===== src/rtl/doorbell_pkg.sv =====
package doorbell_pkg;
  localparam int unsigned MB_CHANNELS = 8;
  localparam int unsigned MB_HDR_W    = 8;
  localparam int unsigned MB_ADDR_W   = 5;
  localparam int unsigned MB_DATA_W   = 32;

  // register indices; header blocks are contiguous, ack block follows request block
  localparam int unsigned IDX_REQ_SET  = 'h00;
  localparam int unsigned IDX_REQ_VAL  = 'h01;
  localparam int unsigned IDX_ACK_STAT = 'h02;
  localparam int unsigned IDX_ACK_CLR  = 'h03;
  localparam int unsigned IDX_REQ_HDR  = 'h10;
  localparam int unsigned IDX_ACK_HDR  = IDX_REQ_HDR + MB_CHANNELS;
endpackage


===== src/rtl/db_host_decode.sv =====
module db_host_decode
  import doorbell_pkg::*;
#(
  parameter int unsigned NUM_CH = MB_CHANNELS,
  parameter int unsigned ADDR_W = MB_ADDR_W,
  parameter int unsigned DATA_W = MB_DATA_W,
  parameter int unsigned HDR_W  = MB_HDR_W
) (
  input  logic              we,
  input  logic [ADDR_W-1:0] addr,
  input  logic [DATA_W-1:0] wdata,
  output logic [NUM_CH-1:0] set_mask,
  output logic [NUM_CH-1:0] clr_mask,
  output logic [NUM_CH-1:0] hdr_we,
  output logic [HDR_W-1:0]  hdr_byte
);
  always_comb begin
    set_mask = '0;
    clr_mask = '0;
    if (we && addr == ADDR_W'(IDX_REQ_SET)) set_mask = wdata[NUM_CH-1:0];
    if (we && addr == ADDR_W'(IDX_ACK_CLR)) clr_mask = wdata[NUM_CH-1:0];
  end

  assign hdr_byte = wdata[HDR_W-1:0];

  for (genvar g = 0; g < NUM_CH; g++) begin : g_hdr_sel
    assign hdr_we[g] = we && (addr == ADDR_W'(IDX_REQ_HDR + g));
  end
endmodule


===== src/rtl/db_req_bank.sv =====
module db_req_bank
  import doorbell_pkg::*;
#(
  parameter int unsigned NUM_CH = MB_CHANNELS,
  parameter int unsigned HDR_W  = MB_HDR_W
) (
  input  logic                         clk,
  input  logic                         rst_n,
  input  logic [NUM_CH-1:0]            set_mask,
  input  logic [NUM_CH-1:0]            done_mask,
  input  logic [NUM_CH-1:0]            hdr_we,
  input  logic [HDR_W-1:0]             hdr_byte,
  output logic [NUM_CH-1:0]            pend_q,
  output logic [NUM_CH-1:0][HDR_W-1:0] hdr_q
);
  // set is applied after done so a collision leaves the bit set
  always_ff @(posedge clk or negedge rst_n) begin
    if (!rst_n) pend_q <= '0;
    else        pend_q <= (pend_q & ~done_mask) | set_mask;
  end

  for (genvar g = 0; g < NUM_CH; g++) begin : g_hdr
    always_ff @(posedge clk or negedge rst_n) begin
      if (!rst_n)        hdr_q[g] <= '0;
      else if (hdr_we[g]) hdr_q[g] <= hdr_byte;
    end
  end
endmodule


===== src/rtl/db_ack_bank.sv =====
module db_ack_bank
  import doorbell_pkg::*;
#(
  parameter int unsigned NUM_CH = MB_CHANNELS,
  parameter int unsigned HDR_W  = MB_HDR_W,
  localparam int unsigned CH_W  = (NUM_CH > 1) ? $clog2(NUM_CH) : 1
) (
  input  logic                         clk,
  input  logic                         rst_n,
  input  logic                         raise_valid,
  input  logic [CH_W-1:0]              raise_ch,
  input  logic [HDR_W-1:0]             raise_hdr,
  input  logic [NUM_CH-1:0]            clr_mask,
  output logic [NUM_CH-1:0]            stat_q,
  output logic [NUM_CH-1:0][HDR_W-1:0] hdr_q
);
  logic [NUM_CH-1:0] raise_mask;

  for (genvar g = 0; g < NUM_CH; g++) begin : g_ch
    assign raise_mask[g] = raise_valid && (raise_ch == CH_W'(g));

    always_ff @(posedge clk or negedge rst_n) begin
      if (!rst_n)             hdr_q[g] <= '0;
      else if (raise_mask[g]) hdr_q[g] <= raise_hdr;
    end
  end

  // raise applied after clear: an event arriving with a clear is kept
  always_ff @(posedge clk or negedge rst_n) begin
    if (!rst_n) stat_q <= '0;
    else        stat_q <= (stat_q & ~clr_mask) | raise_mask;
  end
endmodule


===== src/rtl/doorbell_mbox.sv =====
module doorbell_mbox
  import doorbell_pkg::*;
#(
  parameter int unsigned NUM_CH = MB_CHANNELS,
  parameter int unsigned ADDR_W = MB_ADDR_W,
  parameter int unsigned DATA_W = MB_DATA_W,
  localparam int unsigned HDR_W = MB_HDR_W,
  localparam int unsigned CH_W  = (NUM_CH > 1) ? $clog2(NUM_CH) : 1
) (
  input  logic                    clk,
  input  logic                    rst_n,
  input  logic                    host_we,
  input  logic [ADDR_W-1:0]       host_addr,
  input  logic [DATA_W-1:0]       host_wdata,
  output logic [DATA_W-1:0]       host_rdata,
  output logic                    host_irq,
  output logic [NUM_CH-1:0]       cp_req_pending,
  output logic [NUM_CH*HDR_W-1:0] cp_req_hdr,
  input  logic [NUM_CH-1:0]       cp_done,
  input  logic                    cp_ack_valid,
  input  logic [CH_W-1:0]         cp_ack_ch,
  input  logic [HDR_W-1:0]        cp_ack_hdr
);
  logic [NUM_CH-1:0]            set_mask, clr_mask, rq_hdr_we;
  logic [HDR_W-1:0]             wr_byte;
  logic [NUM_CH-1:0]            pend_q, stat_q;
  logic [NUM_CH-1:0][HDR_W-1:0] rq_hdr_q, ak_hdr_q;

  db_host_decode #(.NUM_CH(NUM_CH), .ADDR_W(ADDR_W), .DATA_W(DATA_W), .HDR_W(HDR_W)) u_dec (
    .we(host_we), .addr(host_addr), .wdata(host_wdata),
    .set_mask(set_mask), .clr_mask(clr_mask), .hdr_we(rq_hdr_we), .hdr_byte(wr_byte)
  );

  db_req_bank #(.NUM_CH(NUM_CH), .HDR_W(HDR_W)) u_req (
    .clk(clk), .rst_n(rst_n), .set_mask(set_mask), .done_mask(cp_done),
    .hdr_we(rq_hdr_we), .hdr_byte(wr_byte), .pend_q(pend_q), .hdr_q(rq_hdr_q)
  );

  db_ack_bank #(.NUM_CH(NUM_CH), .HDR_W(HDR_W)) u_ack (
    .clk(clk), .rst_n(rst_n), .raise_valid(cp_ack_valid), .raise_ch(cp_ack_ch),
    .raise_hdr(cp_ack_hdr), .clr_mask(clr_mask), .stat_q(stat_q), .hdr_q(ak_hdr_q)
  );

  assign cp_req_pending = pend_q;
  assign cp_req_hdr     = rq_hdr_q;
  assign host_irq       = |stat_q;

  always_comb begin
    host_rdata = '0;
    if (host_addr == ADDR_W'(IDX_REQ_SET) || host_addr == ADDR_W'(IDX_REQ_VAL))
      host_rdata = DATA_W'(pend_q);
    else if (host_addr == ADDR_W'(IDX_ACK_STAT))
      host_rdata = DATA_W'(stat_q);
    for (int i = 0; i < NUM_CH; i++) begin
      if (host_addr == ADDR_W'(IDX_REQ_HDR + i)) host_rdata = DATA_W'(rq_hdr_q[i]);
      if (host_addr == ADDR_W'(IDX_ACK_HDR + i)) host_rdata = DATA_W'(ak_hdr_q[i]);
    end
  end
endmodule


===== config.mk =====
export PLATFORM = sky130hd
export DESIGN_NAME = doorbell_mbox
export DESIGN_NICKNAME = d
export VERILOG_FILES = /design/src/rtl/doorbell_pkg.sv /design/src/rtl/db_host_decode.sv /design/src/rtl/db_req_bank.sv /design/src/rtl/db_ack_bank.sv /design/src/rtl/doorbell_mbox.sv
export SDC_FILE = /design/constraint.sdc
export NUM_CORES = 1
export LEC_CHECK = 0
export CELL_PAD_IN_SITES_DETAIL_PLACEMENT = 1
export CELL_PAD_IN_SITES_GLOBAL_PLACEMENT = 2
export CORE_UTILIZATION = 33
export CTS_CLUSTER_SIZE = 28
export DETAILED_ROUTE_END_ITERATION = 10
export PLACE_DENSITY_LB_ADDON = 0.3
export SLEW_MARGIN = 20
export SYNTH_ARGS = -nofsm -noshare
export SYNTH_HDL_FRONTEND = slang
export SYNTH_SLANG_ARGS = --single-unit

===== constraint.sdc =====
create_clock -name clk -period 1.9 [get_ports clk]
set_input_delay 0.19 -clock clk [delete_from_list [all_inputs] [get_ports clk]]
set_output_delay 0.19 -clock clk [all_outputs]
set_load 0.05 [all_outputs]

==> results.py <==
metrics = {
    "timing": {
        "final.setup_skew_ns": 0,
        "period_share_pct": 124,
        "setup_viol_count_final": 8,
        "fmax_mhz": 425,
        "rsz0062_at_grt": "yes",
        "worst_slew_margin_rel_pct": 57.4,
        "tightestPinTransition_ns": 0.637,
        "period_needed_ns": 2.36,
        "hold_ws_ns": 0.227,
        "slew_viol_final": 0,
        "hold_viol": 0,
        "setup_slack_ns": -0.455,
    },
    "clocking": {
        "htreeDepth": 4,
        "clk_pin_slew_ns": 0.06,
        "cts_buffer_depth": 2,
        "cts_tree": "built",
        "worstSkewPairLatency_ns": 0.42,
        "cts_sinks": 144,
        "cts-root-buf": "clkbuf_16",
        "numCtsBuffers": 17,
    },
    "yosys": {
        "synth_cells": 682,
        "seq_area_frac_synth_pct": 47.7,
        "synth_cell_type_count": 72,
        "synth_seq_cells": 144,
        "syn_area_sq_um": 7560,
        "netlist_top_cells_count": "dfrtp_1 (144), mux2_2 (124), nand2_1 (66)",
        "yosys_warnings": 0,
        "synth_area_leaders": "dfrtp_1 (48%), mux2_2 (18%), nand2_1 (3.3%)",
        "synth-edff-count": 0,
        "yosysTopAreaCell": "dfrtp_1",
        "syn_avg_cell_area_sq_um": 11.1,
        "synth_top_area_share_pct": 47.7,
        "synth.most_common_cell": "dfrtp_1",
        "async_flop_share_pct": 100,
        "ys.flop_type": "dfrtp_1",
    },
    "worst_setup_path": {
        "r2r_cells": 3,
        "crit_type": "register to primary output",
        "crit_arrival_ns": 2.17,
        "startpoint_type": "register",
        "r2r_slack_ns": 0.85,
        "crit_path_max_fanout": 2,
        "critPathRequiredTime_ns": 1.71,
        "cp-end-kind": "primary output",
    },
    "routing": {
        "drt_iter0_markers": 307,
        "antenna_left": 0,
        "dr.pass1.iters": 5,
        "via_count": 6668,
        "via_per_inst": 5.44,
        "wl_per_cell_um": 26.2,
        "drc_errors": 0,
        "drt_wl_total_mm": 32.1,
    },
    "die": {
        "die_y_um": 153,
        "core_sq_um": 22600,
        "die_area_sq_um": 23500,
        "die_w_um": 153,
        "rows": 55,
        "initial_core_util_pct": 33.5,
        "ios": 165,
    },
    "cells_and_area": {
        "synthToLayoutAreaGrowth_pct": 49.6,
        "drive_above_1_share_pct": 44.9,
        "layout.nets": 988,
    },
    "power": {
        "power.density_nw_per_um2": 977,
        "ir_drop_mv": 0.515,
        "p_total_mw": 11.0,
        "leakagePower_nw": 5.06,
    },
    "grt": {
        "grt_max_degree": 63,
        "grt_pass1_vias": 7296,
        "antenna_found_initial": 1,
        "grt_pass1_wl_mm": 47.9,
        "overflow": 0,
        "grt_use_total_pct": 28.2,
    },
    "placement": {
        "io_buffer_count": 116,
        "place_congestion": 0.946,
        "hpwl_mm": 24.1,
    },
    "run_status": {
        "status": "finished, violations left",
        "violations": "negative setup slack",
    },
    "run": {
        "max_cap_viol_count": 0,
    },
    "hold_path": {
        "hold_path_class": "input port to async pin",
    },
}
[stage by stage]
step | std cells | worst slack [ns] | area, sq um | utilization, % | setup TNS, ns
2_1_floorplan | 705 | -0.0631 | 7730 | - | -0.0631
3_3_place_gp | 1160 | -0.730 | 9930 | 44.0 | -22.77
3_5_place_dp | 1160 | -0.750 | 9930 | 44.0 | -24.39
4_1_cts | 1222 | -0.430 | 11200 | 49.5 | -2.39
5_1_grt | 1225 | -0.505 | 11300 | 50.1 | -2.82
6_report | 1226 | -0.455 | 11300 | 50.1 | -2.52
[sequential cells by signal (all words and copies together) (netlist names)]
name          count
u_req.hdr_q      64
u_req.pend_q      8
u_ack.hdr_q      64
u_ack.stat_q      8
[layout by cell type, fill, tap and decap left out, types with 4 or more instances in the layout]
| cell type | synthesis | routed |
|---|---|---|
| a21o_1 | 10 | 10 |
| a21oi_1 | 24 | 18 |
| nor2_2 | 4 | 6 |
| o22ai_1 | 10 | 7 |
| nand2_2 | 4 | 7 |
| o211ai_1 | 5 | 5 |
| inv_1 | 15 | 15 |
| nand4b_1 | 7 | 7 |
| mux2_2 | 124 | 124 |
| dlygate4sd2_1 | 0 | 13 |
| buf_6 | 7 | 9 |
| dfrtp_2 | 0 | 7 |
| nor3_1 | 11 | 7 |
| nor2_1 | 22 | 17 |
| o21ai_0 | 35 | 21 |
| clkbuf_16 | 0 | 17 |
| dfrtp_1 | 144 | 137 |
| conb_1 | 1 | 24 |
| o21ai_2 | 0 | 7 |
| buf_12 | 0 | 23 |
| clkdlybuf4s50_1 | 0 | 72 |
| nor2b_1 | 8 | 4 |
| nand3b_1 | 6 | 6 |
| a21oi_2 | 0 | 6 |
| clkinvlp_4 | 0 | 4 |
| nand3_1 | 11 | 8 |
| nor3_2 | 3 | 6 |
| buf_4 | 29 | 132 |
| nand2_1 | 66 | 63 |
| a22oi_2 | 0 | 4 |
| dlymetal6s2s_1 | 0 | 16 |
| o21ai_1 | 0 | 6 |
[cell families (layout without fill, tap and decap cells)]
family                 count (synthesis)  after routing  synth area share (%)
and+or+nand+nor                      179            179                  13.0
AOI/OAI and AO/OA                    147            147                  13.6
DFF                                  144            144                  47.7
muxes                                128            128                  19.0
buffers and inverters                 83            318                  6.67
other                                  1             25                0.0496
[layout make-up]
cell class | instances | area, sq um
fill | 2406 | 11300
inverter | 15 | 56.3
clock buffer | 19 | 443
timing repair buffer | 272 | 2760
sequential | 144 | 3610
clock inverter | 12 | 110
antenna | 1 | 2.50
tap | 285 | 357
multi-input combinational | 478 | 3970
[where the power goes]
group / internal (mW) / switching [mW] / leakage, nW
logic: 1.42 / 2.08 / 3.03
clock network: 1.83 / 1.40 / 0.262
registers: 3.67 / 0.648 / 1.76
[final timing paths]
path / startpoint / to
max: u_req.hdr_q[43] / host_rdata[3]
min: rst_n / u_req.hdr_q[33]
max reg2reg: u_req.hdr_q[8] / u_req.hdr_q[8]
min reg2reg: u_ack.hdr_q[1] / u_ack.hdr_q[1]
max in group asynchronous: rst_n / u_req.hdr_q[14]
min in group clk: cp_done[2] / u_req.pend_q[2]
[critical path: stages (launching register included)]
cell and delay (ns):
dfrtp_1 0.39, or4bb_1 0.19, a21oi_2 0.06, a221o_1 0.25, a222oi_1 0.42, buf_4 0.20, o31ai_4 0.08, buf_12 0.16
[timing repair]
action                     in CTS  in global routing
hold endpoints to repair       33                  0
setup buffers                  27                  3
hold buffers                    1                  0
pin swaps                      37                 16
gates resized for setup       130                 31
setup endpoints to repair      16                 24
gates cloned                    5                  0
[per-layer routing]
metal | part of all wire [%] | wire length [um] | up-vias | track usage, %
met5 | 0 | 0 | - | 0
met4 | 4.7 | 1510 | 0 | 14.2
met3 | 3.7 | 1200 | 75 | 4.20
met2 | 50 | 16000 | 237 | 48.1
met1 | 42 | 13400 | 3414 | 34.6
li1 | - | - | 2942 | -
Note: power is estimated with default switching activity, not from simulation.
